===== config.mk =====
export PLATFORM = sky130hd
export DESIGN_NAME = xclk_watch
export DESIGN_NICKNAME = d
export VERILOG_FILES = /design/src/rtl/xclk_watch_pkg.sv /design/src/rtl/xw_sync_edge.sv /design/src/rtl/xw_window_check.sv /design/src/rtl/xw_settle_count.sv /design/src/rtl/xclk_watch.sv
export SDC_FILE = /design/constraint.sdc
export NUM_CORES = 1
export LEC_CHECK = 0
export ABC_CLOCK_PERIOD_IN_PS = 1400
export CAP_MARGIN = 20
export CORE_MARGIN = 3
export CORE_UTILIZATION = 45
export CTS_BUF_LIST = sky130_fd_sc_hd__clkbuf_4 sky130_fd_sc_hd__clkbuf_8
export CTS_CLUSTER_DIAMETER = 80
export DETAILED_ROUTE_END_ITERATION = 6
export PLACE_DENSITY = 0.66
export SYNTH_ARGS = -nofsm -noshare
export SYNTH_HDL_FRONTEND = slang
export SYNTH_HIERARCHICAL = 1
export SYNTH_SLANG_ARGS = --single-unit
export TNS_END_PERCENT = 1

===== constraint.sdc =====
create_clock -name clk -period 1.4 [get_ports clk]
set_input_delay 0.21 -clock clk [delete_from_list [all_inputs] [get_ports clk]]
set_output_delay 0.21 -clock clk [all_outputs]
set_load 0.05 [all_outputs]

===== src/rtl/xclk_watch_pkg.sv =====
package xclk_watch_pkg;

    localparam int LONG_SETTLE  = 4096;
    localparam int SHORT_SETTLE = 16;
    localparam int MISS_LIMIT   = 2;
    localparam int SYNC_DEPTH   = 2;

    typedef struct packed {
        logic lvl;
        logic rise;
        logic fall;
    } edge_info_t;

    function automatic int settle_len(input logic long_mode, input int long_n, input int short_n);
        return long_mode ? long_n : short_n;
    endfunction

endpackage


===== src/rtl/xw_sync_edge.sv =====
module xw_sync_edge
    import xclk_watch_pkg::*;
#(
    parameter int STAGES = SYNC_DEPTH
) (
    input  logic       clk,
    input  logic       rst,
    input  logic       din,
    output edge_info_t edg
);
    logic [STAGES:0] sh_q;

    always_ff @(posedge clk) begin
        if (rst) sh_q <= '0;
        else     sh_q <= {sh_q[STAGES-1:0], din};
    end

    always_comb begin
        edg.lvl  = sh_q[STAGES-1];
        edg.rise = sh_q[STAGES-1] & ~sh_q[STAGES];
        edg.fall = ~sh_q[STAGES-1] & sh_q[STAGES];
    end
endmodule


===== src/rtl/xw_window_check.sv =====
module xw_window_check
    import xclk_watch_pkg::*;
#(
    parameter int LIMIT  = MISS_LIMIT,
    localparam int MISS_W = $clog2(LIMIT + 1)
) (
    input  logic              clk,
    input  logic              rst,
    input  logic              ext_fall,
    input  logic              ref_lvl,
    input  logic              ref_rise,
    output logic              dead_o,
    output logic [MISS_W-1:0] miss_o
);
    logic              seen_q;
    logic [MISS_W-1:0] miss_q;
    logic              dead_q;
    logic              hit;

    assign hit = ext_fall & ~ref_lvl;

    always_ff @(posedge clk) begin
        if (rst) begin
            seen_q <= 1'b0;
            miss_q <= '0;
            dead_q <= 1'b0;
        end else if (hit) begin
            seen_q <= 1'b1;
            miss_q <= '0;
            dead_q <= 1'b0;
        end else if (ref_rise) begin
            seen_q <= 1'b0;
            if (!seen_q) begin
                if (miss_q != MISS_W'(LIMIT)) miss_q <= miss_q + 1'b1;
                if (miss_q >= MISS_W'(LIMIT - 1)) dead_q <= 1'b1;
            end
        end
    end

    assign dead_o = dead_q;
    assign miss_o = miss_q;
endmodule


===== src/rtl/xw_settle_count.sv =====
module xw_settle_count
    import xclk_watch_pkg::*;
#(
    parameter int LONG_N  = LONG_SETTLE,
    parameter int SHORT_N = SHORT_SETTLE,
    localparam int CNT_W  = $clog2(LONG_N + 1)
) (
    input  logic clk,
    input  logic rst,
    input  logic ext_fall,
    input  logic enable,
    input  logic long_mode,
    input  logic dead,
    output logic ready_o
);
    logic [CNT_W-1:0] cnt_q;
    logic             ready_q;
    logic [CNT_W-1:0] last;

    assign last = CNT_W'(settle_len(long_mode, LONG_N, SHORT_N) - 1);

    always_ff @(posedge clk) begin
        if (rst || !enable || dead) begin
            cnt_q   <= '0;
            ready_q <= 1'b0;
        end else if (ext_fall && !ready_q) begin
            cnt_q <= cnt_q + 1'b1;
            if (cnt_q >= last) ready_q <= 1'b1;
        end
    end

    assign ready_o = ready_q;
endmodule


===== src/rtl/xclk_watch.sv =====
module xclk_watch
    import xclk_watch_pkg::*;
#(
    parameter int LONG_N  = LONG_SETTLE,
    parameter int SHORT_N = SHORT_SETTLE,
    parameter int LIMIT   = MISS_LIMIT,
    parameter int STAGES  = SYNC_DEPTH,
    localparam int MISS_W = $clog2(LIMIT + 1)
) (
    input  logic clk,
    input  logic rst,
    input  logic ext_clk_i,
    input  logic ref_clk_i,
    input  logic gen_en_i,
    input  logic xtal_mode_i,
    output logic ext_dead_o,
    output logic ext_ready_o
);
    localparam int EXT = 0;
    localparam int REF = 1;

    logic [1:0]        raw;
    edge_info_t        chan [2];
    logic              dead;
    logic [MISS_W-1:0] miss_cnt;

    assign raw = {ref_clk_i, ext_clk_i};

    for (genvar g = 0; g < 2; g++) begin : g_sync
        xw_sync_edge #(.STAGES(STAGES)) u_sync (
            .clk (clk),
            .rst (rst),
            .din (raw[g]),
            .edg (chan[g])
        );
    end

    xw_window_check #(.LIMIT(LIMIT)) u_win (
        .clk      (clk),
        .rst      (rst),
        .ext_fall (chan[EXT].fall),
        .ref_lvl  (chan[REF].lvl),
        .ref_rise (chan[REF].rise),
        .dead_o   (dead),
        .miss_o   (miss_cnt)
    );

    xw_settle_count #(.LONG_N(LONG_N), .SHORT_N(SHORT_N)) u_settle (
        .clk       (clk),
        .rst       (rst),
        .ext_fall  (chan[EXT].fall),
        .enable    (gen_en_i),
        .long_mode (xtal_mode_i),
        .dead      (dead),
        .ready_o   (ext_ready_o)
    );

    assign ext_dead_o = dead;
endmodule


==> metrics.yaml, run 1 <==
status: "complete, but fails checks"
violations: "negative setup slack"
start_kind: "register"
hold_class: "register to register"
drt_first_pass_iters: 4
vias: 947
ff2ff_path_depth: 6
p_int_mw: 0.8699
cts_max_level: 1
rows: 17
setup_slack_ns: -0.03284
routed_via_density: 5.320
holdPathEnd: "g_sync[0].u_sync/sh_q[1]"
p_leak_nw: 0.6179
r2r-start: "u_settle/cnt_q[4]"
initial_core_util: 0.5053
cts.clk_slew.worst_paths_ns: 0.13
dieArea_um2: 3279
slew_viol_final: 0
cp_max_fo: 4
regArea_um2: 491.7
pin_count: 8
n_fill_cell: 197
clockBufferDepth: 2
slew_headroom: 0.7596
avgRoutedWirePerCell_um: 13.53
finalWirelength_mm: 2.409
period_share: 1.023
rsz0062_at_grt: "true"
seqPwrFrac: 0.622
cp-end-kind: "register"
drc_errors: 0
core_area_um2: 2340
die_h_um: 57.26
syn_area_um2: 1182
setup_violations: 2
tightest_slew_ns: 0.3598
peakVddDrop_mv: 0.5821
port_buffers: 7
cts.sinks: 24
swShare: 0.2244
ys.warnings.count: 6
drtAntennaViolNets: 0
hp-start: "g_sync[0].u_sync/sh_q[0]"
drv_cap: 0
finalPower_mw: 1.122
crit_arrival_ns: 1.69
diodes: 0
syn_nets: 142
timing.final.crit_period_ns: 1.433
clockRootBuffer: "clkbuf_4"
grt_pass1_wl_mm: 4.112
final_common_cell: "dfxtp_1"
grt_pass1_vias: 905
clk_latency_ns: 0.31
fmax_mhz: 697.9
r2r_slack_ns: -0.03
final_nets: 168
hold_viol_final: 0
numCtsBuffers: 3
dp_hpwl_mm: 1.659
layout_common_cells: "17 x dfxtp_1, 16 x buf_4, 13 x nor2_1"
multi_input_area_um2: 759.5
clock_skew_ns: 0.01263
critPathKind: "register to register"
grt_max_degree: 14
p_switching_mw: 0.2517
avgSynthCellArea_um2: 9.459
r2r-end: "u_settle/ready_o"
gp_congestion: 0.7767
combPwrFrac: 0.084
grtUsageTotal: 0.1601
drt_iter0_drc: 10
overflow: 0
synthCells: 125
pwr-share-clk: 0.294
area_growth_pct: 31.96
crit_required_ns: 1.66
die_w_um: 57.26
final_util: 0.6668
power.density_nw_per_um2: 718.8
drive_gt1_frac: 0.3333
antenna_found_initial: 0
cts_tree: "done"
min_path_cells: 1
how the worst max path moves through the flow:
stage                              from                 end  slack (ns)  depth (start not counted)
6_report              u_settle/cnt_q[4]    u_settle/ready_o       -0.03                          6
2_1_floorplan          u_settle/ready_o  u_settle/cnt_q[11]       -0.05                          5
3_3_place_gp                xtal_mode_i    u_settle/ready_o       -0.38                          7
3_5_place_dp                xtal_mode_i    u_settle/ready_o       -0.54                          7
4_1_cts        g_sync[0].u_sync/sh_q[2]  u_settle/cnt_q[11]       -0.04                          5
5_1_grt               u_settle/cnt_q[4]    u_settle/ready_o       -0.11                          6
metrics by stage:
stage / instance area [um2] / instances / setup TNS, ns / hold WS [ns] / setup slack (ns)
after floorplan: 1194 / 125 / -0.05123 / 0.2797 / -0.04579
after global placement: 1394 / 170 / -1.429 / 0.4185 / -0.3850
after detailed placement: 1394 / 170 / -1.877 / 0.4321 / -0.5421
after CTS: 1463 / 176 / -0.05262 / 0.4386 / -0.03549
after global routing: 1560 / 178 / -0.2103 / 0.4562 / -0.1094
final: 1560 / 178 / -0.04780 / 0.4521 / -0.03284
power groups by stage:
stage / combinational, mW / clock [mW] / sequential (mW)
2_1_floorplan: 0.0457 / 0 / 0.713
5_1_grt: 0.104 / 0.382 / 0.700
6_report: 0.0944 / 0.329 / 0.698
3_5_place_dp: 0.0798 / 0 / 0.713
3_3_place_gp: 0.0753 / 0 / 0.712
4_1_cts: 0.0841 / 0.348 / 0.698
state kept, by name (all words and copies together), names as in the netlist:
signal,count
u_win/seen_q,1
u_win/miss_o,2
u_settle/cnt_q,13
g_sync.u_sync/sh_q,6
u_win/dead_o,1
u_settle/ready_o,1
area by class of cell:
cell class	instances	share of cell area
timing repair buffer	24	0.1435
multi-input combinational	94	0.4868
inverter	4	0.01283
sequential	24	0.3152
clock buffer	4	0.01925
tap	28	0.02245
worst max-delay path: stages, from the launching register on:
cell and delay (ns):
dfxtp_2 0.36, buf_6 0.12, ha_4 0.26, a31oi_4 0.08, nor4_4 0.31, o2111ai_1 0.16
nand3_1 0.09
repair_timing:
item                                    CTS  global route
endpoints found under the setup margin    3             6
setup buffers                             2             2
hold buffers                              0             0
pin swaps                                 4             7
resized for setup                         6            20
metal layers:
metal | wire (um) | track usage | part of all wire | vias to the layer above
li1 | - | - | - | 482
met1 | 1112 | 0.2075 | 0.46 | 451
met2 | 1189 | 0.2643 | 0.49 | 10
met3 | 73 | 0.02941 | 0.030 | 4
met4 | 34 | 0.05960 | 0.014 | 0
met5 | 0 | 0 | 0 | -
(Power assumes the default switching activity.)
==> run 2, diff against run 1 <==
--- a/config.mk
+++ b/config.mk
@@ -6,13 +6,12 @@
 export NUM_CORES = 1
 export LEC_CHECK = 0
 export ABC_CLOCK_PERIOD_IN_PS = 1400
-export CAP_MARGIN = 20
 export CORE_MARGIN = 3
 export CORE_UTILIZATION = 45
 export CTS_BUF_LIST = sky130_fd_sc_hd__clkbuf_4 sky130_fd_sc_hd__clkbuf_8
 export CTS_CLUSTER_DIAMETER = 80
 export DETAILED_ROUTE_END_ITERATION = 6
-export PLACE_DENSITY = 0.66
+export PLACE_DENSITY_LB_ADDON = 0.05
 export SYNTH_ARGS = -nofsm -noshare
 export SYNTH_HDL_FRONTEND = slang
 export SYNTH_HIERARCHICAL = 1
==> run 2 against run 1 <==
  * The flow still finishes with violations (negative setup slack)
  * Worst setup slack worse by 0.030 ns
  * Sequential share of layout area up 0.93 points
  * Flip-flop and latch count stayed put
  * Critical path type unchanged
  * Largest cell class unchanged
  * Largest power group unchanged
==> metrics.yaml, run 2 (same netlist as run 1, synthesis figures left out) <==
hold_viol_final: 0  # unchanged
crit_required_ns: 1.65  # about the same
drive_gt1_frac: 0.2600  # -0.07333
drtAntennaViolNets: 0  # unchanged
status: "complete, but fails checks"
clockBufferDepth: 2  # unchanged
ff2ff_path_depth: 6  # unchanged
tightest_slew_ns: 0.4052  # +0.04540 ns
regMostFlops: "u_settle/cnt_q"
grt_pass1_vias: 875  # -3.3%
dieArea_um2: 3279  # unchanged
p_int_mw: 0.8942  # +2.8%
finalWirelength_mm: 2.189  # -9.1%
pwr-share-clk: 0.314  # +0.020
diodes: 0  # unchanged
regArea_um2: 486.7  # -1.0%
avgRoutedWirePerCell_um: 12.30  # -9.1%
drt_first_pass_iters: 4  # unchanged
core_area_um2: 2340  # unchanged
clk_latency_ns: 0.31  # about the same
initial_core_util: 0.5053  # unchanged
port_buffers: 7  # unchanged
p_leak_nw: 0.5976  # -3.3%
pin_count: 8  # unchanged
period_share: 1.045  # +0.02111
slew_headroom: 0.7293  # -0.03033
die_w_um: 57.26  # unchanged
cts.clk_slew.worst_paths_ns: 0.13  # about the same
hp-start: "ref_clk_i"
fmax_mhz: 683.8  # -2.0%
power.density_nw_per_um2: 760.7  # +5.8%
dp_hpwl_mm: 1.598  # -3.7%
highest_layer: "met4"
n_fill_cell: 197  # unchanged
clockRootBuffer: "clkbuf_4"
gp_congestion: 0.7001  # -9.9%
setup_violations: 3  # +1
grt_max_degree: 14  # unchanged
timing.final.crit_period_ns: 1.462  # +0.02956 ns
crit_end: "u_settle/cnt_q[11]"
wl_met2_um: 989  # -17%
swShare: 0.2164  # -0.007975
routed-wl-met3_um: 72  # -1.4%
holdWs_ns: 0.4383  # -0.01371 ns
clock_skew_ns: 0.001584  # -0.01104 ns
critPathKind: "register to register"
r2r_slack_ns: -0.06  # -0.03 ns
drc_errors: 0  # unchanged
cp_max_fo: 4  # unchanged
die_h_um: 57.26  # unchanged
slew_viol_final: 0  # unchanged
rows: 17  # unchanged
cts.sinks: 24  # unchanged
wirelength_met1_mm: 1.110  # -0.18%
largest_reg_flops: 13  # unchanged
hold_class: "input pin to register"
violations: "negative setup slack"
startpoint: "g_sync[0].u_sync/sh_q[2]"
grt_pass1_wl_mm: 3.953  # -3.9%
layout_common_cells: "21 x dfxtp_1, 16 x buf_4, 13 x nor2_1"
multi_input_area_um2: 705.7  # -7.1%
peakVddDrop_mv: 0.6122  # +5.2%
start_kind: "register"
cp-end-kind: "register"
grtUsageTotal: 0.1513  # -0.008752
hold_buffers: 0  # unchanged
overflow: 0  # unchanged
setup_slack_ns: -0.06240  # -0.02956 ns
routed_via_density: 5.258  # -1.2%
crit_arrival_ns: 1.71  # +0.02 ns
final-instance-count-excl-fill: 178  # unchanged
dp.cells: 172  # +1.2%
cts_tree: "done"
r2r-end: "u_settle/cnt_q[11]"
area_growth_pct: 26.88
seqPwrFrac: 0.612  # -0.010
final_common_cell: "dfxtp_1"
vias: 936  # -1.2%
final_nets: 168  # unchanged
antenna_found_initial: 0  # unchanged
r2r-start: "g_sync[0].u_sync/sh_q[2]"
p_switching_mw: 0.2470  # -1.9%
finalPower_mw: 1.141  # +1.7%
combPwrFrac: 0.074  # -0.010
tns_ns: -0.07572  # -0.02792 ns
drt_iter0_drc: 27  # +17
numCtsBuffers: 3  # unchanged
cts_max_level: 1  # unchanged
rsz0062_at_grt: "true"
drv_cap: 0  # unchanged
[run 2: changes by cell type in the layout (fill, tap and decap cells not counted), sizes merged]
| cell | delta |
|---|---|
| clkdlybuf4s50 | +1 |
| clkinv | -1 |
| dlymetal6s2s | -1 |
| inv | +1 |
[run 2: how the worst min path moves through the flow]
stage / cells past startpoint / endpoint / slack (ns)
floorplan: 1 / u_win/miss_o[0] / 0.28
global placement: 1 / g_sync[0].u_sync/sh_q[1] / 0.42
detailed placement: 1 / g_sync[1].u_sync/sh_q[1] / 0.43
CTS: 2 / g_sync[1].u_sync/sh_q[0] / 0.42
global route: 2 / g_sync[1].u_sync/sh_q[0] / 0.42
finish: 2 / g_sync[1].u_sync/sh_q[0] / 0.44
[run 2: power groups by stage]
stage,clock network (mW),registers (mW),logic (mW)
after floorplan,0,0.713,0.0457
after global placement,0,0.713,0.0785
after detailed placement,0,0.713,0.0809
after CTS,0.382,0.698,0.0823
after global routing,0.415,0.700,0.0946
final,0.358,0.698,0.0846
[run 2: area by class of cell]
type | count | share of cell area
Sequential cell | 24 | 0.3244
Multi-Input combinational cell | 94 | 0.4704
Clock buffer | 4 | 0.02419
Tap cell | 28 | 0.02335
Inverter | 4 | 0.01001
Timing Repair Buffer | 24 | 0.1476
[run 2: per-stage QoR]
stage	cell area, um2	util	worst slack, ns
2_1_floorplan	1194	-	-0.04579
3_3_place_gp	1409	0.6021	-0.3931
3_5_place_dp	1409	0.6021	-0.4974
4_1_cts	1464	0.6257	-0.07496
5_1_grt	1500	0.6412	-0.1064
6_report	1500	0.6412	-0.06240
[run 2: repair_timing]
action	4_1_cts	5_1_grt
resized for setup	3	7
setup endpoints to repair	4	4
pin swaps	1	1
setup buffers	2	0
[run 2: layer usage]
layer | vias to the layer above | global-route usage
li1 | 480 | -
met1 | 443 | 0.2143
met2 | 11 | 0.2316
met3 | 2 | 0.02036
met5 | - | 0
met4 | 0 | 0.05960
[run 2: critical path, stage by stage (launching register included)]
cell and delay, ns:
dfxtp_1 0.33, nor2b_4 0.13, and4b_1 0.20, buf_6 0.12, nand2_2 0.04, or4b_1 0.46
a21oi_1 0.12
